## src/rtl/rxring_pkg.sv

```systemverilog
package rxring_pkg;
    localparam int WORD_W     = 16;
    localparam int LEN_W      = 16;
    localparam int DESC_WORDS = 4;
    localparam int PAD_W      = LEN_W + 2;

    typedef enum logic [2:0] {
        SEL_START  = 3'd0,
        SEL_END    = 3'd1,
        SEL_READ   = 3'd2,
        SEL_WRITE  = 3'd3,
        SEL_THRESH = 3'd4
    } cfg_sel_e;

    typedef struct packed {
        logic [WORD_W-1:0] cnt_hi;
        logic [WORD_W-1:0] cnt_lo;
        logic [WORD_W-1:0] addr_hi;
        logic [WORD_W-1:0] addr_lo;
    } rxdesc_t;

    // byte distance between consecutive descriptor words
    function automatic logic [WORD_W-1:0] word_step(input logic wide);
        return wide ? WORD_W'(4) : WORD_W'(2);
    endfunction

    function automatic logic [WORD_W-1:0] align_ptr(input logic [WORD_W-1:0] v,
                                                    input logic wide);
        return wide ? (v & ~WORD_W'(3)) : (v & ~WORD_W'(1));
    endfunction

    // payload plus 4 CRC bytes, rounded up to the bus width
    function automatic logic [PAD_W-1:0] pad_bytes(input logic [LEN_W-1:0] len,
                                                   input logic wide);
        logic [PAD_W-1:0] rx;
        rx = PAD_W'(len) + PAD_W'(4);
        if (wide) return (rx + PAD_W'(3)) & ~PAD_W'(3);
        return (rx + PAD_W'(1)) & ~PAD_W'(1);
    endfunction
endpackage

```

## src/rtl/rxring_ptrs.sv

```systemverilog
module rxring_ptrs
    import rxring_pkg::*;
#(
    parameter logic [WORD_W-1:0] THRESH_RST = 16'h02F8
) (
    input  logic              clk,
    input  logic              rst,
    input  logic              wide,
    input  logic              cfg_we,
    input  logic [2:0]        cfg_sel,
    input  logic [WORD_W-1:0] cfg_wdata,
    input  logic              advance,
    output logic [WORD_W-1:0] rd_ptr,
    output logic [WORD_W-1:0] wr_ptr,
    output logic [WORD_W-1:0] thresh,
    output logic [WORD_W-1:0] rd_ptr_adv
);
    logic [WORD_W-1:0] start_ptr, end_ptr, stepped;

    assign stepped    = rd_ptr + (word_step(wide) << 2);
    assign rd_ptr_adv = (stepped == end_ptr) ? start_ptr : stepped;

    always_ff @(posedge clk) begin
        if (rst) begin
            start_ptr <= '0;
            end_ptr   <= '0;
            rd_ptr    <= '0;
            wr_ptr    <= '0;
            thresh    <= THRESH_RST;
        end else begin
            if (advance) rd_ptr <= rd_ptr_adv;
            if (cfg_we) begin
                case (cfg_sel_e'(cfg_sel))
                    SEL_START:  start_ptr <= align_ptr(cfg_wdata, wide);
                    SEL_END:    end_ptr   <= align_ptr(cfg_wdata, wide);
                    SEL_READ:   if (!advance) rd_ptr <= align_ptr(cfg_wdata, wide);
                    SEL_WRITE:  wr_ptr    <= align_ptr(cfg_wdata, wide);
                    SEL_THRESH: thresh    <= cfg_wdata;
                    default:    ;
                endcase
            end
        end
    end
endmodule

```

## src/rtl/rxring_fetch.sv

```systemverilog
module rxring_fetch
    import rxring_pkg::*;
(
    input  logic              clk,
    input  logic              rst,
    input  logic              wide,
    input  logic              start,
    input  logic [WORD_W-1:0] base,
    input  logic              mem_rvalid,
    input  logic [WORD_W-1:0] mem_rdata,
    output logic              mem_req,
    output logic [WORD_W-1:0] mem_addr,
    output logic              done,
    output logic              active,
    output rxdesc_t           desc
);
    localparam int IDX_W = $clog2(DESC_WORDS);

    logic                                busy;
    logic [IDX_W-1:0]                    idx;
    logic [WORD_W-1:0]                   addr;
    logic [DESC_WORDS-1:0][WORD_W-1:0]   words;

    always_ff @(posedge clk) begin
        if (rst) begin
            busy <= 1'b0;
            done <= 1'b0;
            idx  <= '0;
            addr <= '0;
        end else begin
            done <= 1'b0;
            if (start && !busy && !done) begin
                busy <= 1'b1;
                idx  <= '0;
                addr <= base;
            end else if (busy && mem_rvalid) begin
                addr <= addr + word_step(wide);
                idx  <= idx + 1'b1;
                if (idx == IDX_W'(DESC_WORDS - 1)) begin
                    busy <= 1'b0;
                    done <= 1'b1;
                end
            end
        end
    end

    always_ff @(posedge clk) begin
        if (rst) begin
            words <= '0;
        end else begin
            for (int k = 0; k < DESC_WORDS; k++) begin
                if (busy && mem_rvalid && idx == IDX_W'(k)) words[k] <= mem_rdata;
            end
        end
    end

    assign desc     = rxdesc_t'(words);
    assign mem_req  = busy;
    assign mem_addr = addr;
    assign active   = busy | done;
endmodule

```

## src/rtl/rxring_budget.sv

```systemverilog
module rxring_budget
    import rxring_pkg::*;
(
    input  logic                clk,
    input  logic                rst,
    input  logic                wide,
    input  logic                pkt_take,
    input  logic [LEN_W-1:0]    pkt_len,
    input  logic [WORD_W-1:0]   thresh,
    input  logic                load,
    input  rxdesc_t             desc,
    input  logic                bae_clr,
    output logic [2*WORD_W-1:0] buf_addr,
    output logic [2*WORD_W-1:0] buf_words,
    output logic                bae,
    output logic                last_pkt,
    output logic                last_now
);
    localparam int CW = 2 * WORD_W;

    logic [PAD_W-1:0] pad;
    logic             fits;
    logic [CW-1:0]    words_after;

    assign pad         = pad_bytes(pkt_len, wide);
    assign fits        = {buf_words, 1'b0} >= (CW + 1)'(pad);
    assign words_after = buf_words - CW'(pad >> 1);
    assign last_now    = !fits || (words_after < CW'(thresh));

    always_ff @(posedge clk) begin
        if (rst) begin
            buf_addr  <= '0;
            buf_words <= '0;
            bae       <= 1'b0;
            last_pkt  <= 1'b0;
        end else begin
            if (bae_clr) bae <= 1'b0;
            if (load) begin
                buf_addr  <= {desc.addr_hi, desc.addr_lo};
                buf_words <= {desc.cnt_hi, desc.cnt_lo};
            end else if (pkt_take) begin
                last_pkt <= last_now;
                if (fits) begin
                    buf_words <= words_after;
                    buf_addr  <= buf_addr + CW'(pad);
                end else begin
                    bae <= 1'b1;
                end
            end
        end
    end
endmodule

```

## src/rtl/rx_ring_mgr.sv

```systemverilog
module rx_ring_mgr
    import rxring_pkg::*;
#(
    parameter logic [15:0] THRESH_RST = 16'h02F8
) (
    input  logic        clk,
    input  logic        rst,
    input  logic        wide_mode,
    input  logic        cfg_we,
    input  logic [2:0]  cfg_sel,
    input  logic [15:0] cfg_wdata,
    input  logic        fetch_cmd,
    input  logic        exh_clr,
    input  logic        bae_clr,
    input  logic        pkt_valid,
    input  logic [15:0] pkt_len,
    output logic        mem_req,
    output logic [15:0] mem_addr,
    input  logic        mem_rvalid,
    input  logic [15:0] mem_rdata,
    output logic [31:0] buf_addr,
    output logic [31:0] buf_words,
    output logic [15:0] rd_ptr,
    output logic        fetch_busy,
    output logic        cmd_pending,
    output logic        exhausted,
    output logic        area_exceeded,
    output logic        last_pkt,
    output logic        rx_stop
);
    logic [WORD_W-1:0] wr_ptr, thresh, rd_ptr_adv;
    logic              done, last_now, host_trig, pkt_take, start_fetch;
    rxdesc_t           desc;

    assign host_trig   = fetch_cmd || (exh_clr && exhausted);
    assign pkt_take    = pkt_valid && !fetch_busy && !rx_stop && !host_trig;
    assign start_fetch = !fetch_busy &&
                         (host_trig || (pkt_take && last_now && rd_ptr != wr_ptr));

    rxring_ptrs #(.THRESH_RST(THRESH_RST)) u_ptrs (
        .clk(clk), .rst(rst), .wide(wide_mode),
        .cfg_we(cfg_we), .cfg_sel(cfg_sel), .cfg_wdata(cfg_wdata),
        .advance(done), .rd_ptr(rd_ptr), .wr_ptr(wr_ptr),
        .thresh(thresh), .rd_ptr_adv(rd_ptr_adv)
    );

    rxring_fetch u_fetch (
        .clk(clk), .rst(rst), .wide(wide_mode), .start(start_fetch),
        .base(rd_ptr), .mem_rvalid(mem_rvalid), .mem_rdata(mem_rdata),
        .mem_req(mem_req), .mem_addr(mem_addr), .done(done),
        .active(fetch_busy), .desc(desc)
    );

    rxring_budget u_budget (
        .clk(clk), .rst(rst), .wide(wide_mode), .pkt_take(pkt_take),
        .pkt_len(pkt_len), .thresh(thresh), .load(done), .desc(desc),
        .bae_clr(bae_clr), .buf_addr(buf_addr), .buf_words(buf_words),
        .bae(area_exceeded), .last_pkt(last_pkt), .last_now(last_now)
    );

    always_ff @(posedge clk) begin
        if (rst) begin
            cmd_pending <= 1'b0;
            exhausted   <= 1'b0;
            rx_stop     <= 1'b0;
        end else begin
            if (fetch_cmd && !fetch_busy) cmd_pending <= 1'b1;
            if (done) cmd_pending <= 1'b0;
            if (exh_clr) exhausted <= 1'b0;
            if (done && rd_ptr_adv == wr_ptr) exhausted <= 1'b1;
            if (pkt_take && last_now && rd_ptr == wr_ptr) rx_stop <= 1'b1;
            if (done) rx_stop <= 1'b0;
        end
    end
endmodule

```

## config.mk

```make
export PLATFORM = sky130hd
export DESIGN_NAME = rx_ring_mgr
export DESIGN_NICKNAME = d
export VERILOG_FILES = /design/src/rtl/rxring_pkg.sv /design/src/rtl/rxring_ptrs.sv /design/src/rtl/rxring_fetch.sv /design/src/rtl/rxring_budget.sv /design/src/rtl/rx_ring_mgr.sv
export SDC_FILE = /design/constraint.sdc
export NUM_CORES = 1
export LEC_CHECK = 0
export BUFFER_PORTS_ARGS = -buffer_cell sky130_fd_sc_hd__buf_2
export CORE_MARGIN = 10
export CORE_UTILIZATION = 54
export CTS_CLUSTER_DIAMETER = 30
export CTS_CLUSTER_SIZE = 10
export DETAILED_ROUTE_END_ITERATION = 8
export MAX_ROUTING_LAYER = met4
export PLACE_DENSITY = 0.85
export SYNTH_ARGS = -nofsm -noshare
export SYNTH_HDL_FRONTEND = slang
export SYNTH_SLANG_ARGS = --single-unit
```

## constraint.sdc

```tcl
create_clock -name clk -period 6 [get_ports clk]
set_clock_uncertainty 0.05 [all_clocks]
set_input_delay 0.3 -clock clk [delete_from_list [all_inputs] [get_ports clk]]
set_output_delay 0.3 -clock clk [all_outputs]
set_load 0.005 [all_outputs]
```

==> metrics.log <==
INFO  metric gr-usage-all-layers = around 30%
INFO  metric holdCritStartpoint = bae_clr
INFO  metric crit_path_end_kind = flop
INFO  metric portbufs = 162
INFO  metric worstPathMaxFanout = 7
INFO  metric detailedPlacementHpwl = roughly 37,000 um
INFO  metric fmaxAchievable = about 170 MHz
INFO  metric antenna_violating_nets_post_route = 0
INFO  metric synthesis.nets = 1,969
INFO  metric via_count = 15,400
INFO  metric synth_compound_gate_area_share = a little under a quarter
INFO  metric timing.final.setup_violations = 0
INFO  metric required = between 6 and 7 ns
INFO  metric clockRootBuffer = sky130_fd_sc_hd__clkbuf_16
INFO  metric synth_ff_type = sky130_fd_sc_hd__dfxtp_1
INFO  metric regToRegEndpoint = u_fetch.mem_addr[8]
INFO  metric timing.reg2reg.worst_path_depth = 21
INFO  metric yosys.area_share.xor_xnor = about 6.4%
INFO  metric cts_made_buffers = 47
INFO  metric worstPathArrival = just over 6 ns
INFO  metric route.final.wire_length = ~52,000 um
INFO  metric p_leak = roughly 7.3 nW
INFO  metric r2r_slack = 0.72 ns
INFO  metric design.die.area = about 33,000 um^2
INFO  metric synth_area = 14,000 um^2
INFO  metric post_route_cells_drive_above_1_share = 20.6%
INFO  metric timing.rr.start = u_budget.buf_words[0]
INFO  metric dieHeight = 181 um
INFO  metric timing.final.hold_violations = 0
INFO  metric nNetsFinal = between 2,000 and 2,500
INFO  metric layout-area-overhead-vs-synth = 26.3%
INFO  metric synthDominantCellAreaShare = 32.9%
INFO  metric finish.instance_area = roughly 18,000 um^2
INFO  metric pin_count_of_the_biggest_net_entering_global_routing = 89
INFO  metric setup.worst_path.end = u_fetch.mem_addr[8]
INFO  metric post_dp_cell_area = 15,600 um^2
INFO  metric post-synth-top-area-cell = sky130_fd_sc_hd__dfxtp_1
INFO  metric synth_async_sr_flop_share = 0%
INFO  metric routed_wire_length_per_instance = roughly 22 um
INFO  metric synth_sequential_area_ratio = between 30% and 40%
INFO  metric synthesis.instances = 1,844
INFO  metric 1st_pass_router_iterations = 6
INFO  metric vias_per_cell = roughly 6.3
INFO  metric first_pass_grt_wire_length = ~80,000 um
INFO  metric synth-edff-count = 0
INFO  metric adder_cell_share_of_the_synthesized_area = 6.02%
INFO  metric clock_tree.htree_level_count = 2
INFO  metric gpl.final_weighted_congestion = 1.04
INFO  metric peakVddDrop = about 0.42 mV
INFO  metric antenna_violations_before_repair = 2
INFO  metric numClockSinks = between 200 and 250
INFO  metric timing.final.crit_share = between 90 and 100%
INFO  metric grt_pass1_vias = between 10,000 and 15,000
INFO  metric start_util = 55.3%
INFO  metric clkSlewWorstSetupHoldPaths = around 0.050 ns
INFO  metric largest_family_of_logic_cells_by_synthesized_area = simple AND/OR/NAND/NOR gates
INFO  metric gr_overflow_total = 0
INFO  metric holdCritPathClass = in -> reg
INFO  metric finalMaxSlewViolations = 0
INFO  metric io_pins = between 150 and 200
INFO  metric setup.worst_path.start_class = input pin
INFO  metric cellPowerDensity = approximately 420 nW/um^2
INFO  metric crit_path_start = pkt_len[4]
INFO  metric synthSimpleGateAreaFrac = 25.3%
INFO  metric path_class = in -> reg
INFO  metric synth_seq_cells = between 200 and 250
INFO  metric timing.max_slew.rel_slack = around a quarter
INFO  metric syn_area_cell = 7.59 um^2
INFO  metric drt_iter0_drc = between 2,000 and 2,500
INFO  metric synth.area.mux_share = approximately 1.6%
INFO  metric ctsLongestPathBuffers = 3
INFO  metric clk-insertion-delay-late = 0.54 ns
INFO  metric finalCoreUtilization = between 60% and 70%
INFO  metric synth.top_cells.by_area = sky130_fd_sc_hd__dfxtp_1 (33%), sky130_fd_sc_hd__nand2_1 (9.9%), sky130_fd_sc_hd__a21oi_1 (7.7%)
INFO  metric drv_cap = 0
INFO  metric core-area = about 25,000 um^2
INFO  metric tritoncts = done
INFO  metric die_width = ~180 um
INFO  metric drc_errors = 0
INFO  metric min_path_cells = 4
INFO  metric period_minus_slack = 5.76 ns
INFO  metric count_of_unique_library_cells_instantiated_by_yosys = 83
INFO  metric status = finished clean
INFO  metric rows = 58
INFO  metric yosys_warnings = 0
INFO  metric worst_pin_slew = between 1 and 1.5 ns
[power breakdown]
group | leakage (nW) | switching, mW | internal, mW
registers | 1.86 | 0.221 | 1.67
clock network | 0.845 | 0.873 | 1.90
logic | 4.61 | 1.65 | 1.16
[worst min-delay path by stage]
stage | slack, ns | end
final | 0.007 | u_budget.bae
after detailed placement | 0.40 | u_fetch.desc[17]
after global placement | 0.39 | u_fetch.desc[33]
after floorplan | 0.39 | u_fetch.desc[18]
after CTS | 0.002 | u_budget.bae
after global routing | 0.01 | u_fetch.desc[34]
[area by class of cell]
cell class | count | area, um^2
repair buffers | 280 | 1770
inverters | 62 | 233
fillers | 1923 | 7650
clock buffers | 61 | 1330
multi-input cells | 1435 | 8950
diodes | 2 | 5.00
flip-flops and latches | 230 | 4610
clock inverters | 26 | 372
well taps | 330 | 413
[synth_stat cells (7+ instances only)]
| cell type | n |
|---|---|
| sky130_fd_sc_hd__or3_1 | 19 |
| sky130_fd_sc_hd__and3_1 | 24 |
| sky130_fd_sc_hd__buf_2 | 13 |
| sky130_fd_sc_hd__a221oi_1 | 15 |
| sky130_fd_sc_hd__xnor2_1 | 54 |
| sky130_fd_sc_hd__o21ai_0 | 44 |
| sky130_fd_sc_hd__a311o_1 | 12 |
| sky130_fd_sc_hd__a31oi_1 | 16 |
| sky130_fd_sc_hd__nand2b_1 | 11 |
| sky130_fd_sc_hd__a22oi_1 | 28 |
| sky130_fd_sc_hd__and2_1 | 11 |
| sky130_fd_sc_hd__dfxtp_1 | 230 |
| sky130_fd_sc_hd__a21o_1 | 24 |
| sky130_fd_sc_hd__a211oi_1 | 35 |
| sky130_fd_sc_hd__inv_1 | 62 |
| sky130_fd_sc_hd__nand4_1 | 26 |
| sky130_fd_sc_hd__xor2_1 | 48 |
| sky130_fd_sc_hd__nor2b_1 | 27 |
| sky130_fd_sc_hd__o31ai_1 | 11 |
| sky130_fd_sc_hd__ha_1 | 61 |
| sky130_fd_sc_hd__nand3b_1 | 8 |
| sky130_fd_sc_hd__nor4b_1 | 10 |
| sky130_fd_sc_hd__mux2i_1 | 21 |
| sky130_fd_sc_hd__nor4_1 | 18 |
| sky130_fd_sc_hd__clkbuf_1 | 95 |
| sky130_fd_sc_hd__o21a_1 | 7 |
| sky130_fd_sc_hd__nand3_1 | 40 |
| sky130_fd_sc_hd__nor3_1 | 39 |
| sky130_fd_sc_hd__or2_2 | 13 |
| sky130_fd_sc_hd__a21oi_1 | 216 |
| sky130_fd_sc_hd__nand2_1 | 368 |
| sky130_fd_sc_hd__a211o_1 | 8 |
| sky130_fd_sc_hd__nor2_1 | 108 |
| sky130_fd_sc_hd__o211ai_1 | 13 |
| sky130_fd_sc_hd__or4_1 | 9 |
[cells by family after synthesis]
family	count (synthesis)
AO/OA/AOI/OAI	489
other	2
XOR/XNOR	102
flip-flops	230
adder cells (fa/ha/maj)	65
AND/OR/NAND/NOR	755
buffers and inverters	179
multiplexers	22
[per-layer routing]
| layer | share of wire [%] | global-route usage [%] | vias to the layer above | wire (um) |
|---|---|---|---|---|
| met3 | 12 | 6.71 | 186 | 6340 |
| met4 | 4.1 | 13.5 | 0 | 2150 |
| li1 | - | - | 6991 | - |
| met1 | 39 | 38.1 | 7195 | 20200 |
| met2 | 45 | 46.0 | 1021 | 23600 |
| met5 | 0 | - | - | 0 |
[worst max-delay path: stages]
cell and delay [ns]:
sky130_fd_sc_hd__buf_2 0.10, sky130_fd_sc_hd__and3_1 0.18, sky130_fd_sc_hd__and3_1 0.23, sky130_fd_sc_hd__xnor2_2 0.15, sky130_fd_sc_hd__or3b_4 0.41, sky130_fd_sc_hd__nor2_4 0.12, sky130_fd_sc_hd__buf_4 0.12, sky130_fd_sc_hd__buf_4 0.09
sky130_fd_sc_hd__nand3_1 0.13, sky130_fd_sc_hd__xor2_1 0.36, sky130_fd_sc_hd__inv_1 0.15, sky130_fd_sc_hd__ha_1 0.32, sky130_fd_sc_hd__buf_4 0.17, sky130_fd_sc_hd__a31oi_1 0.25, sky130_fd_sc_hd__xnor2_1 0.19, sky130_fd_sc_hd__ha_1 0.30
sky130_fd_sc_hd__a21oi_1 0.15, sky130_fd_sc_hd__nand2_1 0.07, sky130_fd_sc_hd__a2111o_1 0.43, sky130_fd_sc_hd__a2111oi_2 0.28, sky130_fd_sc_hd__nand3_1 0.18, sky130_fd_sc_hd__nor4_4 0.37, sky130_fd_sc_hd__nand4_2 0.16, sky130_fd_sc_hd__a31oi_4 0.33
sky130_fd_sc_hd__clkbuf_16 0.21, sky130_fd_sc_hd__nor4b_1 0.05, sky130_fd_sc_hd__a311o_1 0.30
[flip-flops by register name, summed over array words and instances, names as in the netlist, 2 cells and up]
signal              count
u_ptrs.thresh          16
u_fetch.idx             2
u_fetch.mem_addr       16
u_ptrs.rd_ptr          16
u_budget.buf_addr      32
u_budget.buf_words     32
u_fetch.desc           64
u_ptrs.end_ptr         15
u_ptrs.wr_ptr          15
u_ptrs.start_ptr       15
[cells in the final DEF (no fill, tap or decap), drive strengths merged, types with 9 or more instances in the layout]
| cell type | count |
|---|---|
| nor4b | 10 |
| a211oi | 35 |
| a311o | 12 |
| clkinv | 14 |
| or2 | 13 |
| ha | 61 |
| inv | 66 |
| and2 | 11 |
| a31oi | 17 |
| o31ai | 11 |
| dfxtp | 230 |
| o21ai | 46 |
| nand4 | 27 |
| a21o | 24 |
| clkbuf | 64 |
| a221oi | 15 |
| a22oi | 28 |
| nor2 | 109 |
| xnor2 | 54 |
| xor2 | 48 |
| nand3 | 40 |
| nor2b | 27 |
| o211ai | 13 |
| buf | 276 |
| nand2b | 11 |
| nor3 | 40 |
| nand2 | 368 |
| nor4 | 18 |
| mux2i | 21 |
| or3 | 20 |
| or4 | 9 |
| and3 | 24 |
| a21oi | 217 |
[timing repair]
action                                  4_1_cts  5_1_grt
endpoints found under the setup margin        0       20
endpoints found under the hold margin         1        0
buffers inserted                              0        7
resized for setup                             0       48
hold buffers                                  1        0
[per-stage QoR]
stage	setup slack (ns)	hold WS (ns)	instances	setup TNS (ns)	total power, mW
5_1_grt	-0.0658	0.0108	2426	-0.406	7.79
3_3_place_gp	-0.258	0.392	2327	-3.61	4.49
6_report	0.240	0.00703	2426	0	7.48
2_1_floorplan	0.0270	0.386	1844	0	3.50
4_1_cts	0.0471	0.00243	2415	0	7.33
3_5_place_dp	-0.497	0.397	2327	-8.29	4.53
Power figures use the tool's default switching activity.
